===== src/rtl/fifo_chain_pkg.sv =====
package fifo_chain_pkg;

    typedef enum logic {
        LINK_SOLO  = 1'b0,
        LINK_CHAIN = 1'b1
    } link_mode_e;

    // Per-lane status from a token unit: lane 0 carries writes, lane 1 reads.
    typedef struct packed {
        logic own;
        logic fire;
        logic pass_n;
    } lane_stat_t;

    localparam int LANE_WR = 0;
    localparam int LANE_RD = 1;
    localparam int LANES   = 2;

    // Strapping decode: a lone device has both link inputs grounded and is
    // not marked as head; everything else joins a chain.
    function automatic link_mode_e pick_mode(input logic head_n,
                                             input logic in_wr_n,
                                             input logic in_rd_n);
        if (head_n && !in_wr_n && !in_rd_n)
            return LINK_SOLO;
        return LINK_CHAIN;
    endfunction

    function automatic logic boot_owns(input link_mode_e m, input logic head_n);
        return (m == LINK_SOLO) || !head_n;
    endfunction

endpackage


===== src/rtl/fifo_chain_mode.sv =====
module fifo_chain_mode
    import fifo_chain_pkg::*;
(
    input  logic       clk,
    input  logic       rst,
    input  logic       head_n,
    input  logic       link_in_wr_n,
    input  logic       link_in_rd_n,
    output link_mode_e boot_mode,
    output link_mode_e mode_q
);

    always_comb begin
        boot_mode = pick_mode(head_n, link_in_wr_n, link_in_rd_n);
    end

    // Follow the strapping while reset is held, freeze afterwards.
    always_ff @(posedge clk) begin
        if (rst) begin
            mode_q <= boot_mode;
        end
    end

endmodule


===== src/rtl/fifo_chain_token.sv =====
module fifo_chain_token
    import fifo_chain_pkg::*;
#(
    parameter int DEPTH = 8,
    localparam int AW   = $clog2(DEPTH)
) (
    input  logic          clk,
    input  logic          rst,
    input  link_mode_e    mode,
    input  logic          boot_owner,
    input  logic          pass_in_n,
    input  logic          req,
    input  logic          blocked,
    output lane_stat_t    stat,
    output logic [AW-1:0] addr
);

    localparam logic [AW-1:0] LAST = AW'(DEPTH - 1);

    logic          own_q;
    logic          pass_q;
    logic [AW-1:0] addr_q;
    logic          fire;
    logic          at_last;
    logic          hand_off;

    always_comb begin
        fire     = own_q && req && !blocked;
        at_last  = (addr_q == LAST);
        hand_off = fire && at_last && (mode == LINK_CHAIN);
    end

    always_ff @(posedge clk) begin
        if (rst) begin
            own_q  <= boot_owner;
            pass_q <= 1'b1;
            addr_q <= '0;
        end else begin
            pass_q <= !hand_off;
            if (fire) begin
                addr_q <= at_last ? '0 : addr_q + 1'b1;
            end
            if (mode == LINK_SOLO) begin
                own_q <= 1'b1;
            end else if (hand_off) begin
                own_q <= 1'b0;
            end else if (!pass_in_n) begin
                own_q <= 1'b1;
            end
        end
    end

    always_comb begin
        stat.own    = own_q;
        stat.fire   = fire;
        stat.pass_n = pass_q;
        addr        = addr_q;
    end

endmodule


===== src/rtl/fifo_chain_occupancy.sv =====
module fifo_chain_occupancy #(
    parameter int DEPTH = 8,
    localparam int CW   = $clog2(DEPTH + 1)
) (
    input  logic clk,
    input  logic rst,
    input  logic inc,
    input  logic dec,
    output logic full,
    output logic empty,
    output logic over_half
);

    localparam logic [CW-1:0] CAP  = CW'(DEPTH);
    localparam logic [CW-1:0] HALF = CW'(DEPTH / 2);

    logic [CW-1:0] cnt_q;

    always_ff @(posedge clk) begin
        if (rst) begin
            cnt_q <= '0;
        end else begin
            case ({inc, dec})
                2'b10:   cnt_q <= cnt_q + 1'b1;
                2'b01:   cnt_q <= cnt_q - 1'b1;
                default: cnt_q <= cnt_q;
            endcase
        end
    end

    always_comb begin
        full      = (cnt_q == CAP);
        empty     = (cnt_q == '0);
        over_half = (cnt_q > HALF);
    end

endmodule


===== src/rtl/fifo_chain_ctrl.sv =====
module fifo_chain_ctrl
    import fifo_chain_pkg::*;
#(
    parameter int DEPTH = 8,
    localparam int AW   = $clog2(DEPTH)
) (
    input  logic          clk,
    input  logic          rst,
    input  logic          head_n,
    input  logic          link_in_wr_n,
    input  logic          link_in_rd_n,
    input  logic          wr_req,
    input  logic          rd_req,
    output logic          mem_we,
    output logic [AW-1:0] mem_waddr,
    output logic          mem_re,
    output logic [AW-1:0] mem_raddr,
    output logic          full_n,
    output logic          empty_n,
    output logic          half_full_n,
    output logic          link_out_wr_n,
    output logic          link_out_rd_n,
    output logic          depth_mode,
    output logic          wr_owner,
    output logic          rd_owner
);

    link_mode_e    boot_mode;
    link_mode_e    mode_q;
    logic          boot_owner;
    logic          full;
    logic          empty;
    logic          over_half;

    logic [LANES-1:0] lane_req;
    logic [LANES-1:0] lane_blk;
    logic [LANES-1:0] lane_pin;
    lane_stat_t       lane_s [LANES];
    logic [AW-1:0]    lane_addr [LANES];

    fifo_chain_mode u_mode (
        .clk          (clk),
        .rst          (rst),
        .head_n       (head_n),
        .link_in_wr_n (link_in_wr_n),
        .link_in_rd_n (link_in_rd_n),
        .boot_mode    (boot_mode),
        .mode_q       (mode_q)
    );

    always_comb begin
        boot_owner        = boot_owns(boot_mode, head_n);
        lane_req[LANE_WR] = wr_req;
        lane_req[LANE_RD] = rd_req;
        lane_blk[LANE_WR] = full;
        lane_blk[LANE_RD] = empty;
        lane_pin[LANE_WR] = link_in_wr_n;
        lane_pin[LANE_RD] = link_in_rd_n;
    end

    for (genvar g = 0; g < LANES; g++) begin : g_lane
        fifo_chain_token #(.DEPTH(DEPTH)) u_tok (
            .clk        (clk),
            .rst        (rst),
            .mode       (mode_q),
            .boot_owner (boot_owner),
            .pass_in_n  (lane_pin[g]),
            .req        (lane_req[g]),
            .blocked    (lane_blk[g]),
            .stat       (lane_s[g]),
            .addr       (lane_addr[g])
        );
    end

    fifo_chain_occupancy #(.DEPTH(DEPTH)) u_occ (
        .clk       (clk),
        .rst       (rst),
        .inc       (lane_s[LANE_WR].fire),
        .dec       (lane_s[LANE_RD].fire),
        .full      (full),
        .empty     (empty),
        .over_half (over_half)
    );

    always_comb begin
        mem_we        = lane_s[LANE_WR].fire;
        mem_waddr     = lane_addr[LANE_WR];
        mem_re        = lane_s[LANE_RD].fire;
        mem_raddr     = lane_addr[LANE_RD];
        wr_owner      = lane_s[LANE_WR].own;
        rd_owner      = lane_s[LANE_RD].own;
        link_out_wr_n = lane_s[LANE_WR].pass_n;
        link_out_rd_n = lane_s[LANE_RD].pass_n;
        full_n        = !full;
        empty_n       = !empty;
        depth_mode    = (mode_q == LINK_CHAIN);
        half_full_n   = !(over_half && (mode_q == LINK_SOLO));
    end

endmodule


===== config.mk =====
export PLATFORM = sky130hd
export DESIGN_NAME = fifo_chain_ctrl
export DESIGN_NICKNAME = d
export VERILOG_FILES = /design/src/rtl/fifo_chain_pkg.sv /design/src/rtl/fifo_chain_mode.sv /design/src/rtl/fifo_chain_token.sv /design/src/rtl/fifo_chain_occupancy.sv /design/src/rtl/fifo_chain_ctrl.sv
export SDC_FILE = /design/constraint.sdc
export NUM_CORES = 1
export LEC_CHECK = 0
export ABC_AREA = 1
export BUFFER_PORTS_ARGS = -buffer_cell sky130_fd_sc_hd__buf_2
export CAP_MARGIN = 20
export CORE_MARGIN = 10
export CORE_UTILIZATION = 35
export CTS_CLUSTER_DIAMETER = 60
export CTS_CLUSTER_SIZE = 25
export DETAILED_ROUTE_END_ITERATION = 10
export HOLD_SLACK_MARGIN = 0.08
export MAX_ROUTING_LAYER = met4
export PLACE_DENSITY_LB_ADDON = 0.25
export SYNTH_ARGS = -nofsm -noshare
export SYNTH_HDL_FRONTEND = slang
export SYNTH_SLANG_ARGS = --single-unit

===== constraint.sdc =====
create_clock -name clk -period 2.3 [get_ports clk]
set_input_delay 0.46 -clock clk [delete_from_list [all_inputs] [get_ports clk]]
set_output_delay 0.46 -clock clk [all_outputs]
set_load 0.02 [all_outputs]

# ---- Yosys cells after proc, flatten, opt, wreduce, memory -nomap -nowiden
# Index checks and enable logic that the tools add are counted.
# W data, S select, Z words.
dict set report word_totals {
  in_bits 7
  output_inout_bits 16
  register_bits 15
  wordCells 58
}
dict set report op_classes {
  muxes 14
  magnitude_cmp 1
  eq_ne 7
  reduce_logical 22
  n_addsub 4
  bitwise 2
}
# operator count
set op_table {}
lappend op_table {{$logic_and A1 B1 Y1} 11}
lappend op_table {{$mux W1} 11}
lappend op_table {{$logic_not A1 Y1} 8}
lappend op_table {{$ne A4 B3 Y1 const B} 2}
lappend op_table {{$pmux W4 S2} 1}
lappend op_table {{$add A3 B1 Y3 const B} 2}
lappend op_table {{$eq A3 B3 Y1 const B} 2}
lappend op_table {{$mux W3} 2}
lappend op_table {{$add A4 B1 Y4 const B} 1}
lappend op_table {{$eq A4 B4 Y1 const B} 1}
lappend op_table {{$gt A4 B3 Y1 const B} 1}
lappend op_table {{$logic_not A4 Y1} 1}
lappend op_table {{$sub A4 B1 Y4 const B} 1}
lappend op_table {{$eq A2 B1 Y1 const B} 1}
lappend op_table {{$eq A2 B2 Y1 const B} 1}
lappend op_table {{$not A1 Y1} 2}
lappend op_table {{$reduce_bool A2 Y1} 1}
lappend op_table {{$logic_or A1 B1 Y1} 1}

# ---- Longest topological paths before layout
dict set report depth {
  ltp_word 8
  mapped_depth 13
  ltp_nobuf 13
}

# ---- Hierarchy
# Synthesis repeated with hierarchy kept, for this count alone.
dict set report hier_totals {
  cells_unflattened 140
  area_unflattened_um2 948.4
}
# module seq_area_each_um2 area_each_um2 cells_each n_inst
set modules_own_cells {}
lappend modules_own_cells {fifo_chain_token 110.1 286.5 43 2}
lappend modules_own_cells {fifo_chain_occupancy 80.1 314.1 45 1}
lappend modules_own_cells {fifo_chain_mode 30.0 42.5 4 1}
lappend modules_own_cells {fifo_chain_ctrl 0.0 18.8 5 1}

# ---- Least setup slack after synthesis
# Ideal clock, no wire load.
dict set report synth_timing {
  path_kind {flip-flop to flip-flop}
  from {register g_lane[1].u_tok.own_q}
  to {register u_occ.cnt_q[2]}
  required_ns 2.187
  arrival_ns 1.793
  setup_time_ns 0.113
  path_buffers 0
  setup_slack_ns 0.394
  stages_incl_launch_ff 11
  period_less_slack_ns 1.906
  cell_sequence {edfxtp_1 -> nand2_1 -> a21oi_4 -> ha_1 -> xor2_1 -> ha_1 -> inv_1 -> nand2_1 -> nor2_1 -> o21ai_1 -> inv_1}
}
dict set report synth_via {
  elab_chain_cells 4
  elab_cells_between_ends 6
  classes_between {eq/ne: 2; mux: 1; reduce/logical: 3}
}
# item line
set synth_rtl {}
lappend synth_rtl {{from (decl)} fifo_chain_token.sv:20} ;# logic own_q;
lappend synth_rtl {{from (signal assigned)} fifo_chain_token.sv:35} ;# own_q <= boot_owner;
lappend synth_rtl {{$logic_and A1 B1 Y1 * (2 in a row)} fifo_chain_token.sv:28} ;# fire = own_q && req && !blocked;
lappend synth_rtl {{via mem_re} fifo_chain_ctrl.sv:16} ;# output logic mem_re,
lappend synth_rtl {{$eq A2 B1 Y1 / $eq A2 B2 Y1 (equally long branches)} fifo_chain_occupancy.sv:23} ;# case ({inc, dec})
lappend synth_rtl {{$pmux W4 S2 / $reduce_bool A2 Y1 (equally long branches)} -}
lappend synth_rtl {{to (signal assigned)} fifo_chain_occupancy.sv:24} ;# 2'b10: cnt_q <= cnt_q + 1'b1;
lappend synth_rtl {{to (signal assigned)} fifo_chain_occupancy.sv:25} ;# 2'b01: cnt_q <= cnt_q - 1'b1;
lappend synth_rtl {{to (signal assigned)} fifo_chain_occupancy.sv:26} ;# default: cnt_q <= cnt_q;
lappend synth_rtl {{to (decl)} fifo_chain_occupancy.sv:17} ;# logic [CW-1:0] cnt_q;
# Mark *: on every way through the listed nets, which the timed path passes. The rest lies on a longest branch.
# A chain may end at the register's enable or synchronous reset.

# ---- Worst setup path in the final report
dict set report layout_timing {
  from {register u_occ.cnt_q[0]}
  to {register u_occ.cnt_q[2]}
}
dict set report layout_via {
  elab_chain_cells 5
  elab_cells_between_ends 12
  classes_between {add/sub: 2; eq/ne: 3; mux: 1; reduce/logical: 6}
}
# item line
set layout_rtl {}
lappend layout_rtl {{$eq A4 B4 Y1 / $logic_not A4 Y1 (equally long branches)} {fifo_chain_occupancy.sv:32, fifo_chain_occupancy.sv:33}}
lappend layout_rtl {{$logic_not A1 Y1} fifo_chain_token.sv:28}
lappend layout_rtl {{$logic_and A1 B1 Y1} fifo_chain_token.sv:28}
lappend layout_rtl {{$eq A2 B1 Y1 / $eq A2 B2 Y1 (equally long branches)} fifo_chain_occupancy.sv:23}
lappend layout_rtl {{$pmux W4 S2 / $reduce_bool A2 Y1 (equally long branches)} -}
# Several ways; a longest one is shown, not always the timed one.

==> flow_metrics.env <==
export IMPL_routed_wl_met2_um=778
export IMPL_cts_hold_buffers_added=0
export IMPL_synth_lib_cells_used_distinct=20
export IMPL_finalWorstSetupSlack_ps=432
export IMPL_post_dp_cell_area_um2=951
export IMPL_min_period_over_period_pct=81.2
export IMPL_period_minus_slack_ps=1870
export IMPL_drc_errors=0
export IMPL_synth_top_cell_by_area="sky130_fd_sc_hd__dfxtp_1"
export IMPL_maxSlewViolCount=0
export IMPL_num_rows=17
export IMPL_fin_worst_skew_ps=2.04
export IMPL_grt_use_total_pct=8.99
export IMPL_clock_latency_ps=280
export IMPL_antenna_viol_nets_final=0
export IMPL_num_vias=725
export IMPL_worst_ir_drop_vdd_mv=0.542
export IMPL_critPathSlowestCell="sky130_fd_sc_hd__dfxtp_1"
export IMPL_netSwitchingFraction_pct=44.9
export IMPL_post_cts_setup_buffers=0
export IMPL_max_slew_margin_rel_pct=80.9
export IMPL_dr_pass1_iters=4
export IMPL_numCtsBuffers=3
export IMPL_fmax_mhz=535
export IMPL_totalNegativeSetupSlack_ps=0
export IMPL_crit_chain="nor2_2, nand2_2, nand2_4, ha_1, xor2_1, ha_1, inv_1, nand2_1, nor2_1, o21ai_1, inv_1"
export IMPL_timing_final_hold_violations=0
export IMPL_cts_tree="built"
export IMPL_cp_required_ps=2480
export IMPL_peak_per_stage_delay_on_the_critical_path_ps=360
export IMPL_synthesis_yosys_warnings=0
export IMPL_boundaryPins=23
export IMPL_power_total_mw=1.04
export IMPL_fp_dieArea_um2=4590
export IMPL_gr_total_overflow=0
export IMPL_antenna_diode_count=0
export IMPL_place_gp_congestion=0.844
export IMPL_area_delta_synth_final_pct=22.4
export IMPL_leading_register_cell_type_out_of_synthesis="sky130_fd_sc_hd__dfxtp_1"
export IMPL_detailed_route_vias_per_instance=4.68
export IMPL_grt_pass1_wl_mm=3.13
export IMPL_synthTopCellsByArea="sky130_fd_sc_hd__dfxtp_1 (30%), sky130_fd_sc_hd__edfxtp_1 (11%), sky130_fd_sc_hd__ha_1 (9.4%)"
export IMPL_synth_area_per_cell_um2=7.98
export IMPL_cp_data_arrival_time_ps=2050
export IMPL_async_flop_share_pct=0
export IMPL_timing_setup_critical_path_class="flop to flop"
export IMPL_synth_commonest_cells="sky130_fd_sc_hd__nand2_1 (19), sky130_fd_sc_hd__inv_1 (14), sky130_fd_sc_hd__dfxtp_1 (12)"
export IMPL_switching_component_of_the_power_mw=0.467
export IMPL_drt_wl_total_mm=1.77
export IMPL_cts_max_path_buffers=2
export IMPL_status="finished, final reports clean"
export IMPL_worst_path_dominant_cell_family="simple AND/OR/NAND/NOR gates"
export IMPL_power_share_sequential_pct=37.0
export IMPL_routed_top_layer="met4"
export IMPL_setup_viol=0
export IMPL_setup_reg_to_reg_worst_slack_ps=430
export IMPL_finish_net_count=141
export IMPL_cts_repair_resized=0
export IMPL_port_buffers=22
export IMPL_grt_pass1_vias=756
export IMPL_synth_seq_cells=15
export IMPL_worst_hold_slack_ps=441
export IMPL_core_area_um2=2190
export IMPL_chipHeight_um=67.8
export IMPL_cts_reportedPaths_clkPinSlew_ps=80
export IMPL_worst_setup_path_start_kind="flop"
export IMPL_detailedPlace_worstSlack_ps=446
export IMPL_yosys_cell_count_top_type="sky130_fd_sc_hd__nand2_1"
export IMPL_syn_cell_area_um2=798
export IMPL_n_fill_cell=222
export IMPL_met1_wire_length_um=818
export IMPL_worst_path_max_fanout=7
export IMPL_static_leakage_power_nw=0.505
export IMPL_initialDrtViolationCount=40
export IMPL_setup_repair_after_global_routing_missed_its_margin="no"
export IMPL_drive_above_1_share_pct=26.8
export IMPL_initial_util_pct=36.4
export IMPL_tightestPinTransition_ps=285
export IMPL_critical_path_buf_inv_count=2
export IMPL_sequential_to_total_area_share_from_yosys_stat_pct=41.4
export IMPL_synthDominantCellAreaShare_pct=30.1
export IMPL_synth_edf_count=3
export IMPL_clkSinkCount=15
export IMPL_dp_hpwl_mm=1.48
export IMPL_grt_start_max_net_pins=10
export IMPL_dieWidth_um=67.8
export IMPL_timing_critical_path_to_type="flop"
export IMPL_met3_wirelength_um=141
export IMPL_cells_after_synth=100
export IMPL_drv_max_cap_violation_count=0
export IMPL_cellInternalPower_mw=0.572
export IMPL_comb_power_share_pct=48.8
export IMPL_p_per_area_nw_per_um2=1060
export IMPL_grt_antenna_before_repair=0
export IMPL_fin_area_um2=977
export IMPL_mappedNetlistNets=113
export IMPL_routed_len_inst_um=11.4
export IMPL_cts_root_buf="sky130_fd_sc_hd__clkbuf_4"
export IMPL_holdCritPathClass="primary input to flop"
export IMPL_clock_power_share_pct=14.2
export IMPL_h_tree_depth=1
placed cells by master (no fill, tap or decap), types with 2 or more instances in the layout:
cell                       synthesis  routed
sky130_fd_sc_hd__a21oi_1           4       4
sky130_fd_sc_hd__nor2_1           11      11
sky130_fd_sc_hd__inv_1            14      14
sky130_fd_sc_hd__nand3_1           8       8
sky130_fd_sc_hd__clkbuf_4          0       3
sky130_fd_sc_hd__o21ai_0           7       7
sky130_fd_sc_hd__o211ai_1          2       2
sky130_fd_sc_hd__nand2_1          19      19
sky130_fd_sc_hd__o211a_1           2       2
sky130_fd_sc_hd__buf_2             0      22
sky130_fd_sc_hd__inv_2             2       2
sky130_fd_sc_hd__dfxtp_1          12      12
sky130_fd_sc_hd__edfxtp_1          3       3
sky130_fd_sc_hd__ha_1              6       6
sky130_fd_sc_hd__xor2_1            3       3
per-stage QoR:
step / instances / util [%]
6_report: 155 / 44.6
2_1_floorplan: 100 / -
4_1_cts: 155 / 44.6
5_1_grt: 155 / 44.6
3_5_place_dp: 151 / 43.4
3_3_place_gp: 151 / 43.4
power by group through the flow:
stage | sequential (mW) | combinational [mW] | clock [mW]
floorplan | 0.410 | 0.350 | 0
global placement | 0.389 | 0.507 | 0
detailed placement | 0.390 | 0.512 | 0
CTS | 0.384 | 0.516 | 0.161
global route | 0.394 | 0.583 | 0.172
finish | 0.385 | 0.507 | 0.148
layer usage:
metal  vias to the layer above  GRT usage (%)
met2                        23           13.7
met4                         0           3.33
met3                         4           4.13
met5                         -              -
li1                        378              -
met1                       320           10.0
cell type report:
class                      instances  area (µm²)  area share [%]
tap                               28        35.0            3.59
multi-input combinational         69         408            41.7
clock buffer                       4        26.3            2.69
inverter                          16        60.1            6.15
sequential                        15         330            33.8
timing repair buffer              23         118            12.0
kinds of logic after synthesis:
kind of cell	Yosys count	synth area share, %
xor+xnor	3	3.29
buf+inv	16	7.52
fa+ha+maj	6	9.40
compound gates	18	15.0
flops	15	41.4
simple gates	42	23.4
sequential cells by signal, summed over array words and instances (netlist names):
name                 count
g_lane.u_tok.addr        6
g_lane.u_tok.own_q       2
g_lane.u_tok.pass_q      2
u_mode.mode_q            1
u_occ.cnt_q              4
path summary, 6_finish.rpt:
path | endpoint | cells after the start | start
worst min register to register | g_lane[1].u_tok.addr[1] | 2 | g_lane[1].u_tok.addr[1]
worst max register to register | u_occ.cnt_q[2] | 11 | u_occ.cnt_q[0]
worst max-delay path | u_occ.cnt_q[2] | 11 | u_occ.cnt_q[0]
worst min-delay path | u_occ.cnt_q[3] | 2 | rst
(Power assumes the default switching activity.)
